## src/rtl/rxq_pkg.sv

```systemverilog
// Shared types for the tagged receive queue.
// Assumes: a stored word is 12 bits with the layout given in the brief.
package rxq_pkg;
    localparam int WORD_W = 12;

    typedef struct packed {
        logic       ovr;    // bit 11
        logic       brk;    // bit 10
        logic       par;    // bit 9
        logic       frm;    // bit 8
        logic [7:0] data;   // bits 7:0
    } rxq_word_t;
endpackage

```

## src/rtl/rxq_mem.sv

```systemverilog
// Storage array of the queue: one write port, one asynchronous read port.
// Assumes: the array needs no reset, because the read data is masked by the
// controller while the queue is empty.
module rxq_mem #(
    parameter int DEPTH = 16,
    parameter int AW    = $clog2(DEPTH)
) (
    input  logic                clk,
    input  logic                we,
    input  logic [AW-1:0]       waddr,
    input  rxq_pkg::rxq_word_t  wdata,
    input  logic [AW-1:0]       raddr,
    output rxq_pkg::rxq_word_t  rdata
);
    rxq_pkg::rxq_word_t store [DEPTH];

    // Write a word into the slot chosen by the write pointer
    always_ff @(posedge clk) begin
        if (we) store[waddr] <= wdata;
    end

    assign rdata = store[raddr];
endmodule

```

## src/rtl/rxq_ctrl.sv

```systemverilog
// Pointer and occupancy control. The effective capacity is DEPTH when
// buffering is on and 1 when it is off. The storage itself is not resized.
// Assumes: DEPTH is a power of two, so the pointers wrap naturally.
module rxq_ctrl #(
    parameter int DEPTH = 16,
    parameter int AW    = $clog2(DEPTH),
    parameter int CW    = $clog2(DEPTH + 1)
) (
    input  logic          clk,
    input  logic          rst_n,
    input  logic          single_mode,
    input  logic          wr_valid,
    input  logic          rd_en,
    output logic          wr_ok,
    output logic          rd_ok,
    output logic [AW-1:0] wptr,
    output logic [AW-1:0] rptr,
    output logic [CW-1:0] count,
    output logic          full,
    output logic          empty
);
    logic [CW-1:0] cap;

    // Capacity seen by the flags depends on the buffering mode
    assign cap   = single_mode ? CW'(1) : CW'(DEPTH);
    assign full  = (count >= cap);
    assign empty = (count == '0);
    assign rd_ok = rd_en && !empty;
    assign wr_ok = wr_valid && (!full || rd_ok);

    // Advance pointers and occupancy on accepted transfers
    always_ff @(posedge clk) begin
        if (!rst_n) begin
            wptr  <= '0;
            rptr  <= '0;
            count <= '0;
        end else begin
            if (wr_ok) wptr <= wptr + 1'b1;
            if (rd_ok) rptr <= rptr + 1'b1;
            count <= count + CW'(wr_ok) - CW'(rd_ok);
        end
    end

    a_r3_not_full_and_empty: assert property (@(posedge clk) disable iff (!rst_n)
        !(full && empty));
    a_r3_count_bound: assert property (@(posedge clk) disable iff (!rst_n)
        count <= CW'(DEPTH));
    a_r4_drop_keeps_count: assert property (@(posedge clk) disable iff (!rst_n)
        (full && wr_valid && !rd_en) |=> (count == $past(count)) && $stable(wptr));
    a_r6_full_rdwr_count: assert property (@(posedge clk) disable iff (!rst_n)
        (full && wr_valid && rd_en) |=> (count == $past(count)));
    a_r9_empty_read_noop: assert property (@(posedge clk) disable iff (!rst_n)
        (empty && rd_en && !wr_valid) |=> (count == '0) && $stable(rptr));
endmodule

```

## src/rtl/rxq_level.sv

```systemverilog
// Threshold comparison of the occupancy against a fraction of the capacity.
// The five fractions are eighths of DEPTH, and selects above 4 reuse the
// highest one. In single-register mode the level equals "one stored".
// Assumes: DEPTH is a multiple of 8.
module rxq_level #(
    parameter int DEPTH = 16,
    parameter int CW    = $clog2(DEPTH + 1)
) (
    input  logic          clk,
    input  logic          rst_n,
    input  logic          single_mode,
    input  logic [2:0]    lvl_sel,
    input  logic [CW-1:0] count,
    output logic          level_hit
);
    localparam int NLVL = 5;

    function automatic int thr_of(input int idx);
        case (idx)
            0:       return DEPTH / 8;
            1:       return DEPTH / 4;
            2:       return DEPTH / 2;
            3:       return (3 * DEPTH) / 4;
            default: return (7 * DEPTH) / 8;
        endcase
    endfunction

    logic [NLVL-1:0] cmp;
    logic [2:0]      idx;

    // One comparator per selectable threshold
    for (genvar i = 0; i < NLVL; i++) begin : g_cmp
        localparam int THR = thr_of(i);
        assign cmp[i] = (count >= CW'(THR));
    end

    // Clamp the select and pick the comparator, or use "non-empty" in single mode
    always_comb begin
        idx       = (lvl_sel > 3'd4) ? 3'd4 : lvl_sel;
        level_hit = single_mode ? (count != '0) : cmp[idx];
    end

    a_r8_level_min: assert property (@(posedge clk) disable iff (!rst_n)
        (level_hit && !single_mode) |-> (count >= CW'(DEPTH / 8)));
endmodule

```

## src/rtl/rxq_tagged_fifo.sv

```systemverilog
// Receive queue top. It stores characters with per-character error flags,
// keeps a sticky overrun flag outside the storage and merges it into the
// next stored word. It presents the oldest word show-ahead.
// Assumes: the buffering mode is changed only while the queue is empty.
module rxq_tagged_fifo #(
    parameter int DEPTH = 16,
    parameter int AW    = $clog2(DEPTH),
    parameter int CW    = $clog2(DEPTH + 1)
) (
    input  logic          clk,
    input  logic          rst_n,
    input  logic          buf_en,
    input  logic [2:0]    lvl_sel,
    input  logic          wr_valid,
    input  logic [7:0]    wr_data,
    input  logic          wr_frame,
    input  logic          wr_parity,
    input  logic          wr_break,
    input  logic          rd_en,
    output logic [11:0]   rd_word,
    output logic          full,
    output logic          empty,
    output logic          level_hit,
    output logic [CW-1:0] fill,
    output logic          ovr_pending
);
    import rxq_pkg::*;

    logic          wr_ok, rd_ok;
    logic [AW-1:0] wptr, rptr;
    logic [CW-1:0] count;
    rxq_word_t     wword, rword;

    rxq_ctrl #(.DEPTH(DEPTH), .AW(AW), .CW(CW)) u_ctrl (
        .clk(clk), .rst_n(rst_n), .single_mode(!buf_en),
        .wr_valid(wr_valid), .rd_en(rd_en),
        .wr_ok(wr_ok), .rd_ok(rd_ok), .wptr(wptr), .rptr(rptr),
        .count(count), .full(full), .empty(empty)
    );

    // Assemble the word to store, tagging it with the pending overrun
    always_comb begin
        wword.ovr  = ovr_pending;
        wword.brk  = wr_break;
        wword.par  = wr_parity;
        wword.frm  = wr_frame;
        wword.data = wr_data;
    end

    rxq_mem #(.DEPTH(DEPTH), .AW(AW)) u_mem (
        .clk(clk), .we(wr_ok), .waddr(wptr), .wdata(wword),
        .raddr(rptr), .rdata(rword)
    );

    rxq_level #(.DEPTH(DEPTH), .CW(CW)) u_level (
        .clk(clk), .rst_n(rst_n), .single_mode(!buf_en), .lvl_sel(lvl_sel),
        .count(count), .level_hit(level_hit)
    );

    // Sticky overrun: set by a dropped character, cleared by a stored one
    always_ff @(posedge clk) begin
        if (!rst_n)                  ovr_pending <= 1'b0;
        else if (wr_ok)              ovr_pending <= 1'b0;
        else if (wr_valid)           ovr_pending <= 1'b1;
    end

    assign rd_word = empty ? '0 : rword;
    assign fill    = count;

    a_r4_overrun_raised: assert property (@(posedge clk) disable iff (!rst_n)
        (wr_valid && full && !rd_en) |=> ovr_pending);
    a_r5_pending_cleared: assert property (@(posedge clk) disable iff (!rst_n)
        (wr_valid && !full) |=> !ovr_pending);
    a_r6_no_overrun_on_swap: assert property (@(posedge clk) disable iff (!rst_n)
        (wr_valid && full && rd_en) |=> !ovr_pending);
    a_r7_single_cap: assert property (@(posedge clk) disable iff (!rst_n)
        (!buf_en && fill != '0) |-> full);
endmodule

```

## config.mk

```make
export PLATFORM = sky130hd
export DESIGN_NAME = rxq_tagged_fifo
export DESIGN_NICKNAME = d
export VERILOG_FILES = /design/src/rtl/rxq_pkg.sv /design/src/rtl/rxq_mem.sv /design/src/rtl/rxq_ctrl.sv /design/src/rtl/rxq_level.sv /design/src/rtl/rxq_tagged_fifo.sv
export SDC_FILE = /design/constraint.sdc
export NUM_CORES = 1
export LEC_CHECK = 0
export BUFFER_PORTS_ARGS = -buffer_cell sky130_fd_sc_hd__buf_2
export CORE_MARGIN = 1.5
export CORE_UTILIZATION = 30
export DETAILED_ROUTE_END_ITERATION = 12
export GPL_TIMING_DRIVEN = 0
export SYNTH_ARGS = -nofsm -noshare
export SYNTH_HDL_FRONTEND = slang
export SYNTH_HIERARCHICAL = 1
export SYNTH_SLANG_ARGS = --single-unit
```

## constraint.sdc

```tcl
create_clock -name clk -period 3.32 [get_ports clk]
set_input_delay 0.332 -clock clk [delete_from_list [all_inputs] [get_ports clk]]
set_output_delay 0.332 -clock clk [all_outputs]
set_load 0.02 [all_outputs]
```

**Yosys cells after proc, flatten, opt, wreduce, memory -nomap -nowiden**

Memories as Yosys holds them, arrays and structs flattened. A register that Yosys moved wholly into a read port is not among the register bits.
Index checks and enable logic that the tools add are counted.
Widths: inputs -> output; s select.

- Flip-flop bits (word level): 14
- Latch bits: 0
- Bits in writable memories: 192
- Memory bits (read-only): 0
- Input bits: 19
- Output and inout port bits: 21
- Word-level logic and storage cells: 36
- Memories: 1

- $add $sub $neg: 4
- Multiply operators: 0
- Div/mod/pow operators: 0
- Order comparisons: 8
- Equal/unequal tests: 0
- Shifts and indexed selects: 0
- Muxes and demuxes: 10
- Bitwise operators: 1
- Reductions and logical operators: 8

Memories:

| name | words | bits a word | rd ports | clocked after memory_dff | wr ports | line | text |
|---|---|---|---|---|---|---|---|
| u_mem.store | 16 | 12 | 1 | 1 | 1 | rxq_mem.sv:15 | `rxq_pkg::rxq_word_t store [DEPTH];` |

Operator list:

| cell | number |
|---|---|
| $ge 5x4->1 const B | 3 |
| $mux 12 | 1 |
| $add 4x1->4 const B | 2 |
| $mux 4 | 2 |
| $add 5x1->5 | 1 |
| $ge 5x2->1 const B | 1 |
| $ge 5x3->1 const B | 1 |
| $ge 5x5->1 | 1 |
| $logic_not 5->1 | 1 |
| $mux 5 | 1 |
| $reduce_bool 5->1 | 1 |
| $sub 5x1->5 | 1 |
| $lt 3x4->1 const B | 1 |
| $mux 1 | 4 |
| $bmux 1 s3 | 1 |
| $gt 3x3->1 const B | 1 |
| $mux 3 | 1 |
| $logic_and 1x1->1 | 2 |
| $logic_not 1->1 | 2 |
| $reduce_or 2->1 | 1 |
| $logic_or 1x1->1 | 1 |
| $not 1->1 | 1 |

**Depth between registers and ports, before layout**

- Depth in word-level cells: 7
- Gate-level depth with buffers: 14
- Mapped depth without buffers: 14

**Hierarchy**

Netlist, hierarchy kept.

By module, submodules not included:

| module | times used | cells an instance | area each (um^2) | sequential area each (um^2) |
|---|---|---|---|---|
| rxq_mem | 1 | 317 | 7359.6 | 5765.5 |
| rxq_ctrl | 1 | 90 | 842.1 | 260.2 |
| rxq_tagged_fifo | 1 | 17 | 161.4 | 20.0 |
| rxq_level | 1 | 9 | 63.8 | 0.0 |

**Worst setup path after synthesis**

Ideal clock, no wire load.

- Path type: register to register
- From: reg u_ctrl.count[1]
- To: mem u_mem/store[0][0] in the netlist's numbering, enable pin
- Setup time: 0.396 ns
- Data arrival time: 2.850 ns
- Data required time: 2.924 ns
- Setup slack: 0.073 ns
- Stages on the path, launching flop included: 8
- Path buffers: 0
- Period minus slack after synthesis: 3.247 ns
- Cells stage by stage: dfxtp_1 inv_1 ha_1 nor2b_1 o21ai_1 a32o_2 or3b_1 nor3_1

- Cells in the longest elaborated chain, start to end: 7
- Elaborated cells between the ends (all ways): 9
- Those cells by class: order compare: 1; mux: 2; reduce/logical: 6

RTL lines:

| item | line | text |
|---|---|---|
| start, declared | rxq_ctrl.sv:18 | `output logic [CW-1:0] count,` |
| start signal, assigned | rxq_ctrl.sv:40 | `count <= count + CW'(wr_ok) - CW'(rd_ok);` |
| parallel branches: the longest is 3 deep, another holds $ge 5x5->1 | n/a |  |
| $logic_or 1x1->1 * | rxq_ctrl.sv:29 | `assign wr_ok = wr_valid && (!full \|\| rd_ok);` |
| $logic_and 1x1->1 * | rxq_ctrl.sv:29 |  |
| named net wr_ok | rxq_tagged_fifo.sv:29 | `logic wr_ok, rd_ok;` |
| $mux 1 * | rxq_mem.sv:19 | `if (we) store[waddr] <= wdata;` |
| $mux 1 (not written as such) * | rxq_mem.sv:19 |  |
| end, declared | rxq_mem.sv:15 |  |

Mark *: on every way through the listed nets, which the timed path passes.

**Worst setup path in the final report**

- From: reg u_ctrl.count[1]
- To: mem u_mem/store[0][7] in the netlist's numbering, enable pin

Same word-level chain as after synthesis.

==> impl_metrics.toml <==
[synth]
synth_async_sr_flop_share_pct = 0
ys_types = 48
synth_edf_count = 192
synth-seq-cells = 206
synth_area_um2 = 8427
synth_fp_nets = 465
synthCells = 433
ys.flop_type = "edfxtp_1"
avgSynthCellArea_um2 = 19.46
yosysWarnings = 6
ys_seq_area_share_pct = 71.74

[timing]
clock.fmax_ghz = 0.3000
skew_ps = 16.41
final-hold-violation-count = 0
hold_slack_ps = 168.7
fin_setup_tns_ps = -25.45
finalWorstSetupSlack_ps = -13.04
worst_pin_slew_ps = 1246
setup_viol = 7
drv_slew = 0
relSlewSlack_pct = 16.61
period_share_pct = 100.4
final.min_clock_period_ps = 3333
rsz0062_at_grt = "true"

[clock_network]
numCtsBuffers = 21
clk_path_buf_depth = 3
cts-root-buf = "clkbuf_16"
cts_setup_buffers = 0
h-tree-depth = 1
cts_num_sinks = 206
postCtsHoldBufs = 0
cts_tree = "yes"
cts.reportedPaths.clkPinSlew_ps = 60
ctsResizeCount = 3
clk-insertion-delay-late_ps = 500

[die]
core_region_area_um2 = 27710
start_util_pct = 30.42
dieArea_um2 = 29100
fp.dieH_um = 170.6
io-pin-count = 40
die_w_um = 170.6
num_rows = 61

[setup_path]
critPathKind = "reg2reg"
start_kind = "register"
required_ps = 3510
cp.arrival_ps = 3530
crit_path_end_kind = "register"
crit_path_max_fanout = 9
worst-r2r-cell-count = 8

[power]
intPower_uw = 5215
power.switching_uw = 2226
p_leak_uw = 0.003221
power_frac_comb_pct = 28.5
p_clk_share_pct = 29.1
powerDensity_nw_per_um2 = 757.3
power_frac_seq_pct = 42.4
peakVddDrop_v = 0.0004252
switching_share_pct = 29.92

[outcome]
status = "complete, but fails checks"
violations = "setup timing"

[placement]
post-place-cells = 854
dp_hpwl_um = 11420
gp_congestion = 0.7478
io_buffers = 39

[drt]
drc = 0
dr_wl_met2_um = 8499
vias = 4202
drt_iter0_markers = 308
first_pass_iters = 4
wl_met1_um = 7537
via_per_inst = 4.711
met3_wirelength_um = 1117
wirelength_um = 17510
top_layer_used = "met4"
wl_per_cell_um = 19.63
ant_nets = 0

[final_layout]
drive_above_1_share_pct = 28.21
n_antenna_cell = 0
multiInputGateArea_um2 = 2270
instances_no_fill = 892
register_area_um2 = 6046
fin_nets = 531
areaGrowthSynthToFinish_pct = 16.61
num-fill-cells = 2585

[hold_path]
hp-class = "in2reg"
min_path_cells = 2

[global_routing]
overflow = 0
grtUsageTotal_pct = 12.39
grt_start_max_net_pins = 19
antenna_found_initial = 0
grt_pass1_vias = 4307
grt_pass1_wl_um = 26410

[job]
cap_violations = 0
synth_stat cells (all sizes together), types with 2 or more instances:
master	count	share of area, %
a21oi	2	0.12
and3	2	0.15
ha	12	1.8
a21boi	2	0.18
nor2	15	0.67
xnor2	6	0.62
edfxtp	192	68
nand3	4	0.24
inv	14	0.65
nor2b	15	1.5
o21bai	2	0.18
mux2i	3	0.36
a32o	2	0.27
nand3b	2	0.18
dfxtp	14	3.3
a22oi	24	2.1
o21ai	2	0.16
buf	9	1.0
and2	8	0.59
nor3	4	0.24
nand2	21	1.0
nand2b	6	0.45
mux4	48	13
clkbuf	7	0.31
and2b	2	0.21
power by group through the flow:
stage	registers, uW	clock network [uW]	logic, uW
3_5_place_dp	3220	0	2120
2_1_floorplan	3200	0	1490
5_1_grt	3180	2320	2300
4_1_cts	3160	2230	2140
6_report	3160	2160	2120
3_3_place_gp	3200	0	2060
per-stage QoR:
step                      setup slack, ps  utilization (%)  power [uW]  instance area, um2
after floorplan                     73.24                -        4683                8427
after global placement             -890.9            32.83        5256                9095
after detailed placement           -345.1            33.06        5341                9160
after CTS                          -360.6            35.36        7527                9797
after global routing               -266.1            35.47        7807                9827
final                              -13.04            35.47        7442                9827
worst max-delay path, cell delays in order (launching register included):
cell and delay (ps):
dfxtp_1 550, inv_1 140, ha_1 210, nor2b_1 120, o21ai_1 290, a32o_2 360
or3b_1 510, nor3_2 590, buf_6 250
path summary, 6_finish.rpt:
check                                     start                 to  slack (ps)
worst max-delay path            u_ctrl/count[1]  u_mem/store[0][7]         -10
worst min-delay path                      rst_n     u_ctrl/rptr[1]         170
worst max register to register  u_ctrl/count[1]  u_mem/store[0][7]         -10
worst min register to register   u_ctrl/rptr[1]     u_ctrl/rptr[1]         550
logic make-up after synthesis:
| group | count (synthesis) | synth area share [%] |
|---|---|---|
| flops | 206 | 71.74 |
| simple gates | 84 | 5.806 |
| mux | 51 | 13.85 |
| compound gates | 42 | 3.846 |
| buf+inv | 30 | 2.005 |
| fa+ha+maj | 13 | 2.019 |
| xor+xnor | 7 | 0.7276 |
layout by cell type (no fill, tap or decap), types with 2 or more instances in the layout:
master,synthesis,final
nor2_2,0,6
clkbuf_1,7,10
edfxtp_1,192,192
a22oi_1,24,24
a32o_2,2,2
clkinv_2,0,4
nor2b_2,8,8
buf_6,2,6
and2_1,8,8
a21oi_1,2,2
nor3_2,0,4
xnor2_1,6,6
buf_12,2,2
o21bai_1,2,2
inv_1,13,13
nor2b_1,5,5
nand2b_1,6,6
buf_2,5,44
clkinv_1,0,7
mux4_1,15,15
and3_1,2,2
ha_1,12,12
nand3_1,4,4
nor2_4,0,3
a21boi_0,2,2
mux2i_1,3,3
dfxtp_1,14,14
and2b_2,2,2
nor2_1,15,6
nor2b_4,2,2
nand3b_1,2,2
mux4_2,33,33
clkbuf_16,0,21
nand2_1,20,20
flip-flops by register name, summed over array words and instances, names as in the netlist:
| signal | flops |
|---|---|
| u_mem/store | 192 |
| u_ctrl/count | 5 |
| u_ctrl/rptr | 4 |
| u_ctrl/wptr | 4 |
| ovr_pending | 1 |
layer usage:
| metal | vias to the layer above | global-route usage [%] |
|---|---|---|
| met3 | 26 | 2.012 |
| met5 | - | 0 |
| met1 | 2152 | 16.98 |
| met4 | 0 | 3.270 |
| li1 | 1902 | - |
| met2 | 122 | 20.46 |
area by class of cell:
class,instances,area share [%]
well taps,378,4.813
repair buffers,43,2.445
clock buffers,24,5.462
flip-flops and latches,206,61.52
multi-input cells,197,23.10
inverters,14,0.5602
plain buffers,16,1.159
clock inverters,14,0.9422
(Power assumes the default switching activity.)
